--- src/rtl/mon_setup_pkg.sv ---
package mon_setup_pkg;
  typedef enum logic [1:0] {
    ST_SETUP = 2'd0,
    ST_THR   = 2'd1,
    ST_DONE  = 2'd2
  } ld_state_e;
endpackage

--- src/rtl/mon_setup_decode.sv ---
module mon_setup_decode #(
  parameter int NUM_CH  = 4,
  parameter int BYTE_W  = 8,
  parameter int DELAY_W = 3
) (
  input  logic [BYTE_W-1:0]  byte_i,
  output logic [NUM_CH-1:0]  clr_mask_o,
  output logic [DELAY_W-1:0] delay_o,
  output logic               int_en_o
);
  // channel 0 sits in the MSB, higher channels follow downwards
  for (genvar i = 0; i < NUM_CH; i++) begin : g_clr
    assign clr_mask_o[i] = byte_i[BYTE_W-1-i];
  end
  assign delay_o  = byte_i[DELAY_W:1];
  assign int_en_o = byte_i[0];
endmodule

--- src/rtl/mon_chan_seq.sv ---
module mon_chan_seq #(
  parameter int NUM_CH = 4,
  localparam int CH_W  = $clog2(NUM_CH)
) (
  input  logic [CH_W-1:0] cur_ch_i,
  input  logic [CH_W-1:0] sel_i,
  input  logic            diff_i,
  output logic [CH_W-1:0] next_ch_o,
  output logic            last_o
);
  logic [CH_W:0] sum;
  always_comb begin
    sum       = {1'b0, cur_ch_i} + (diff_i ? (CH_W+1)'(2) : (CH_W+1)'(1));
    next_ch_o = sum[CH_W-1:0];
    last_o    = sum > {1'b0, sel_i};
  end
endmodule

--- src/rtl/mon_thr_bank.sv ---
module mon_thr_bank #(
  parameter int NUM_CH = 4,
  parameter int THR_W  = 12
) (
  input  logic                    clk_i,
  input  logic                    rst_ni,
  input  logic [NUM_CH-1:0]       wr_i,
  input  logic [THR_W-1:0]        lo_i,
  input  logic [THR_W-1:0]        hi_i,
  output logic [NUM_CH*THR_W-1:0] lo_o,
  output logic [NUM_CH*THR_W-1:0] hi_o,
  output logic [NUM_CH-1:0]       we_o
);
  for (genvar i = 0; i < NUM_CH; i++) begin : g_ch
    logic [THR_W-1:0] lo_q, hi_q;
    logic             we_q;
    // reset value disables the channel (full unipolar window)
    always_ff @(posedge clk_i or negedge rst_ni) begin
      if (!rst_ni) begin
        lo_q <= '0;
        hi_q <= '1;
        we_q <= 1'b0;
      end else begin
        we_q <= wr_i[i];
        if (wr_i[i]) begin
          lo_q <= lo_i;
          hi_q <= hi_i;
        end
      end
    end
    assign lo_o[i*THR_W +: THR_W] = lo_q;
    assign hi_o[i*THR_W +: THR_W] = hi_q;
    assign we_o[i]                = we_q;
  end
endmodule

--- src/rtl/mon_setup_loader.sv ---
module mon_setup_loader
  import mon_setup_pkg::*;
#(
  parameter int NUM_CH  = 4,
  parameter int THR_W   = 12,
  parameter int BYTE_W  = 8,
  parameter int DELAY_W = 3,
  localparam int CH_W   = $clog2(NUM_CH)
) (
  input  logic                    clk_i,
  input  logic                    rst_ni,
  input  logic                    frame_start_i,
  input  logic                    byte_valid_i,
  input  logic [BYTE_W-1:0]       byte_data_i,
  input  logic [CH_W-1:0]         chan_sel_i,
  input  logic                    diff_mode_i,
  output logic [DELAY_W-1:0]      delay_code_o,
  output logic                    int_en_o,
  output logic [NUM_CH-1:0]       alarm_clr_o,
  output logic [NUM_CH*THR_W-1:0] lo_thr_o,
  output logic [NUM_CH*THR_W-1:0] hi_thr_o,
  output logic [NUM_CH-1:0]       thr_we_o,
  output logic                    overrun_o
);
  localparam int WORD_W = 2 * THR_W;
  localparam int NBYTES = WORD_W / BYTE_W;
  localparam int CNT_W  = $clog2(NBYTES);
  localparam int SHR_W  = (NBYTES - 1) * BYTE_W;
  localparam logic [CNT_W-1:0] LAST_BYTE = CNT_W'(NBYTES - 1);

  ld_state_e         state_q;
  logic [CNT_W-1:0]  cnt_q;
  logic [CH_W-1:0]   cur_ch_q, sel_q;
  logic              diff_q;
  logic [SHR_W-1:0]  shr_q;
  logic [DELAY_W-1:0] delay_q;
  logic              int_en_q, ovr_q;
  logic [NUM_CH-1:0] clr_q;

  logic acc_setup, acc_thr, acc_ovr, word_done;
  logic [NUM_CH-1:0]  dec_clr, wr_mask;
  logic [DELAY_W-1:0] dec_delay;
  logic               dec_int_en;
  logic [CH_W-1:0]    next_ch;
  logic               last_ch;
  logic [WORD_W-1:0]  word;

  // a frame start always wins over the running frame
  assign acc_setup = byte_valid_i && (frame_start_i || state_q == ST_SETUP);
  assign acc_thr   = byte_valid_i && !frame_start_i && state_q == ST_THR;
  assign acc_ovr   = byte_valid_i && !frame_start_i && state_q == ST_DONE;
  assign word_done = acc_thr && cnt_q == LAST_BYTE;
  assign word      = {shr_q, byte_data_i};

  mon_setup_decode #(.NUM_CH(NUM_CH), .BYTE_W(BYTE_W), .DELAY_W(DELAY_W)) u_dec (
    .byte_i     (byte_data_i),
    .clr_mask_o (dec_clr),
    .delay_o    (dec_delay),
    .int_en_o   (dec_int_en)
  );

  mon_chan_seq #(.NUM_CH(NUM_CH)) u_seq (
    .cur_ch_i  (cur_ch_q),
    .sel_i     (sel_q),
    .diff_i    (diff_q),
    .next_ch_o (next_ch),
    .last_o    (last_ch)
  );

  for (genvar i = 0; i < NUM_CH; i++) begin : g_wr
    localparam int PREV = (i > 0) ? i - 1 : 0;
    localparam bit ODD  = (i % 2) == 1;
    assign wr_mask[i] = word_done &&
                        ((cur_ch_q == CH_W'(i)) ||
                         (ODD && diff_q && cur_ch_q == CH_W'(PREV)));
  end

  mon_thr_bank #(.NUM_CH(NUM_CH), .THR_W(THR_W)) u_bank (
    .clk_i  (clk_i),
    .rst_ni (rst_ni),
    .wr_i   (wr_mask),
    .lo_i   (word[WORD_W-1 -: THR_W]),
    .hi_i   (word[THR_W-1:0]),
    .lo_o   (lo_thr_o),
    .hi_o   (hi_thr_o),
    .we_o   (thr_we_o)
  );

  always_ff @(posedge clk_i or negedge rst_ni) begin
    if (!rst_ni) begin
      state_q  <= ST_SETUP;
      cnt_q    <= '0;
      cur_ch_q <= '0;
      sel_q    <= '0;
      diff_q   <= 1'b0;
      shr_q    <= '0;
    end else if (acc_setup) begin
      state_q  <= ST_THR;
      cnt_q    <= '0;
      cur_ch_q <= '0;
      sel_q    <= chan_sel_i;
      diff_q   <= diff_mode_i;
    end else if (frame_start_i) begin
      state_q <= ST_SETUP;
      cnt_q   <= '0;
    end else if (acc_thr) begin
      if (word_done) begin
        cnt_q <= '0;
        if (last_ch) state_q  <= ST_DONE;
        else         cur_ch_q <= next_ch;
      end else begin
        cnt_q <= cnt_q + 1'b1;
        shr_q <= (SHR_W > BYTE_W) ? {shr_q[SHR_W-BYTE_W-1:0], byte_data_i}
                                  : SHR_W'(byte_data_i);
      end
    end
  end

  always_ff @(posedge clk_i or negedge rst_ni) begin
    if (!rst_ni) begin
      delay_q  <= '0;
      int_en_q <= 1'b0;
      clr_q    <= '0;
      ovr_q    <= 1'b0;
    end else begin
      clr_q <= acc_setup ? dec_clr : '0;
      if (acc_setup) begin
        delay_q  <= dec_delay;
        int_en_q <= dec_int_en;
      end
      if (frame_start_i) ovr_q <= 1'b0;
      else if (acc_ovr)  ovr_q <= 1'b1;
    end
  end

  assign delay_code_o = delay_q;
  assign int_en_o     = int_en_q;
  assign alarm_clr_o  = clr_q;
  assign overrun_o    = ovr_q;
endmodule

--- config.mk ---
export PLATFORM = sky130hd
export DESIGN_NAME = mon_setup_loader
export DESIGN_NICKNAME = d
export VERILOG_FILES = /design/src/rtl/mon_setup_pkg.sv /design/src/rtl/mon_setup_decode.sv /design/src/rtl/mon_chan_seq.sv /design/src/rtl/mon_thr_bank.sv /design/src/rtl/mon_setup_loader.sv
export SDC_FILE = /design/constraint.sdc
export NUM_CORES = 1
export LEC_CHECK = 0
export ABC_CLOCK_PERIOD_IN_PS = 5000
export CAP_MARGIN = 10
export CORE_MARGIN = 2
export CORE_UTILIZATION = 41
export DETAILED_ROUTE_END_ITERATION = 7
export PLACE_DENSITY_LB_ADDON = 0.3
export REMOVE_ABC_BUFFERS = 1
export SYNTH_ARGS = -nofsm -noshare
export SYNTH_HDL_FRONTEND = slang
export SYNTH_SLANG_ARGS = --single-unit
--- constraint.sdc ---
create_clock -name clk_i -period 5 [get_ports clk_i]
set_input_delay 0.5 -clock clk_i [delete_from_list [all_inputs] [get_ports clk_i]]
set_output_delay 0.5 -clock clk_i [all_outputs]
set_load 0.05 [all_outputs]
==> metrics.txt <==
outcome=finished, final reports clean; worst hold margin=111.0 ps; non-filler cells, final=645; ys flop type=dfrtp_1; Overall Global Routing Usage=0.1706; internal power=2.180 mW; Tmin final=2622 ps; Final period util=0.5244; Final GP Congestion=0.7394; Die Span Y=118.2 um; area growth from synthesis to layout=36.91%; vias=3,103; hold_buf cts=0; number of DRC markers in iteration 0=167; register area share after synthesis=0.6386; worst slew pin tran=1019 ps; startpoint types=input pin; Tot Pwr=2.927 mW; num rows=41; Worst Path Arrival=2910 ps; flops & latches, synth=134; most common cell in the netlist=dfrtp_1; switching share of power=0.2551; Flop pwr share=0.433; Final ANT Viol Nets=0; effective utilization at floorplan=0.4218; CP endpoint kind=register; Slew Viols, Final=0; vias in the first global route=3,293; Leak Pwr=3.416 nW; RSZ-0062 raised after global routing=no; final-report hold violation count=0; Post-synth EDFFs=0; Yosys top cell by area=dfrtp_1; PD cells=400.0 nW/um2; Sw Pwr=746.6 uW; worst-case vdd ir drop=214.9 uV; Mapped Cells=332; die area=13,970 um2; share of layout cells above drive strength 1=0.2981; Clock Sinks=134; fmax=0.3814 GHz; Post-CTS Setup Bufs=0; CP Max Fanout=25; placed inst area=6708 um2; initial antenna violation count=0; TritonCTS clock tree=done; Setup TNS=0 ps; Routed WL per cell=17.29 um; Max-Cap Viols=0; count of different cell masters after synthesis=34; post-route design area=7318 um2; CTS H-tree lvls=4; clock root buffer=clkbuf_16; clock group share of total power=0.440; Commonest cells post-synth=dfrtp_1, mux2_1, dfstp_2; grt total ovfl=0; Worst Skew=7.298 ps; yosys warns=0; antenna diode count=0; DP Wirelength=7197 um; port bufs=123; Area contributors post-synth=dfrtp_1, dfstp_2, mux2_1, mux2_4, mux2_2; Final #Nets=479; first-pass GRT wire length=18,300 um; CTS buffer count=17; fraction of registers with async set/reset=1.000; latest clock arrival within the worst-skew pair=420 ps; core area=12,670 um2; Syn Area/Cell=16.10 um2; largest net degree at the start of global routing=78; mapped cell area=5345 um2; CP Data Required Time=5290 ps; Gate power share=0.127; Placed Instances=613; DRC=0; via/cell ratio=4.811; DRT Wirelength=11,150 um; DR pass1 iterations=4; post-cts resize count=0; Worst Hold Class=input pin to asynchronous set/reset pin; top-area cell type share of the netlist area=0.4026; I/O pin count=124; Max Buffers Root-to-Sink=2; max_slew headroom=0.3206; DIE WIDTH=118.2 um; setup violators final=0; clock-pin slew on the worst setup and hold paths=50 ps; CP Class=input pin to register
cell type report:
| class | count | area [um2] |
|---|---|---|
| Tap cell | 172 | 215.2 |
| Multi-Input combinational cell | 173 | 1794 |
| Sequential cell | 134 | 3413 |
| Clock inverter | 9 | 152.6 |
| Inverter | 8 | 30.03 |
| Clock buffer | 23 | 457.9 |
| Fill cell | 1010 | 5353 |
| Timing Repair Buffer | 126 | 1255 |
power by group through the flow:
stage / clock network (mW) / logic, mW / registers, mW
2_1_floorplan: 0 / 0.110 / 1.39
3_3_place_gp: 0 / 0.369 / 1.28
3_5_place_dp: 0 / 0.375 / 1.29
4_1_cts: 1.31 / 0.378 / 1.27
5_1_grt: 1.37 / 0.397 / 1.28
6_report: 1.29 / 0.372 / 1.27
critical path, stage by stage:
cell             delay [ps]
clkdlybuf4s50_1         530
and4bb_1                360
nand3b_2                180
or3b_2                  880
mux2_1                  450
logic make-up (layout without fill, tap and decap cells):
group / after synthesis / count (layout) / synth area share
buffers and inverters: 25 / 166 / 0.02903
AOI/OAI and AO/OA: 11 / 11 / 0.01311
and+or+nand+nor: 44 / 44 / 0.04213
adders and majority gates: 4 / 4 / 0.01077
muxes: 114 / 114 / 0.2664
DFF: 134 / 134 / 0.6386
state kept, by name, summed over array words and instances, names as in the netlist:
register and count:
alarm_clr_o 4, cnt_q 2, cur_ch_q 2, delay_code_o 3, diff_q 1, int_en_o 1, overrun_o 1, sel_q 2
shr_q 16, state_q 2, u_bank.g_ch.hi_q 48, u_bank.g_ch.lo_q 48, u_bank.g_ch.we_q 4
worst paths after layout:
path,start,endpoint,slack [ps],depth (start not counted)
min reg2reg,u_bank.g_ch[3].lo_q[4],u_bank.g_ch[3].lo_q[4],480,1
max reg2reg,state_q[1],u_bank.g_ch[2].lo_q[11],2610,4
max,frame_start_i,u_bank.g_ch[2].lo_q[11],2380,5
max in group asynchronous,rst_ni,u_bank.g_ch[2].lo_q[11],3650,2
min,rst_ni,u_bank.g_ch[1].lo_q[2],110,1
min in group clk_i,u_bank.g_ch[3].lo_q[4],u_bank.g_ch[3].lo_q[4],480,1
routing by layer:
layer / part of all wire / track usage / vias to the layer above / wire [um]
met2: 0.49 / 0.2706 / 82 / 5466
met1: 0.45 / 0.2196 / 1602 / 4992
met4: 0.016 / 0.06702 / 0 / 184
li1: - / - / 1405 / -
met3: 0.046 / 0.05164 / 14 / 511
met5: 0 / 0 / - / 0
stage by stage:
step             util  worst slack (ps)
6_report       0.5776              2378
5_1_grt        0.5776              2244
4_1_cts        0.5776              2332
3_5_place_dp   0.5294              1897
3_3_place_gp   0.5294              1977
2_1_floorplan       -              2510
cell usage in the layout (no fill, tap or decap), drive strengths merged, types with 2 or more instances in the layout:
master         synthesis  routed
and2                   4       4
buf                   15       4
o21a                   2       2
clkdlybuf4s50          0     122
inv                    8       8
ha                     3       3
nand2                 20      20
mux2i                  2       2
nand2b                 3       3
bufinv                 0       4
nor3                   2       2
clkinvlp               0       3
clkbuf                 2      23
nor2                   9       9
dfrtp                 86      86
o21ai                  4       4
mux2                 112     112
dfstp                 48      48
clkinv                 0       2
Note: power is estimated with default switching activity, not from simulation.
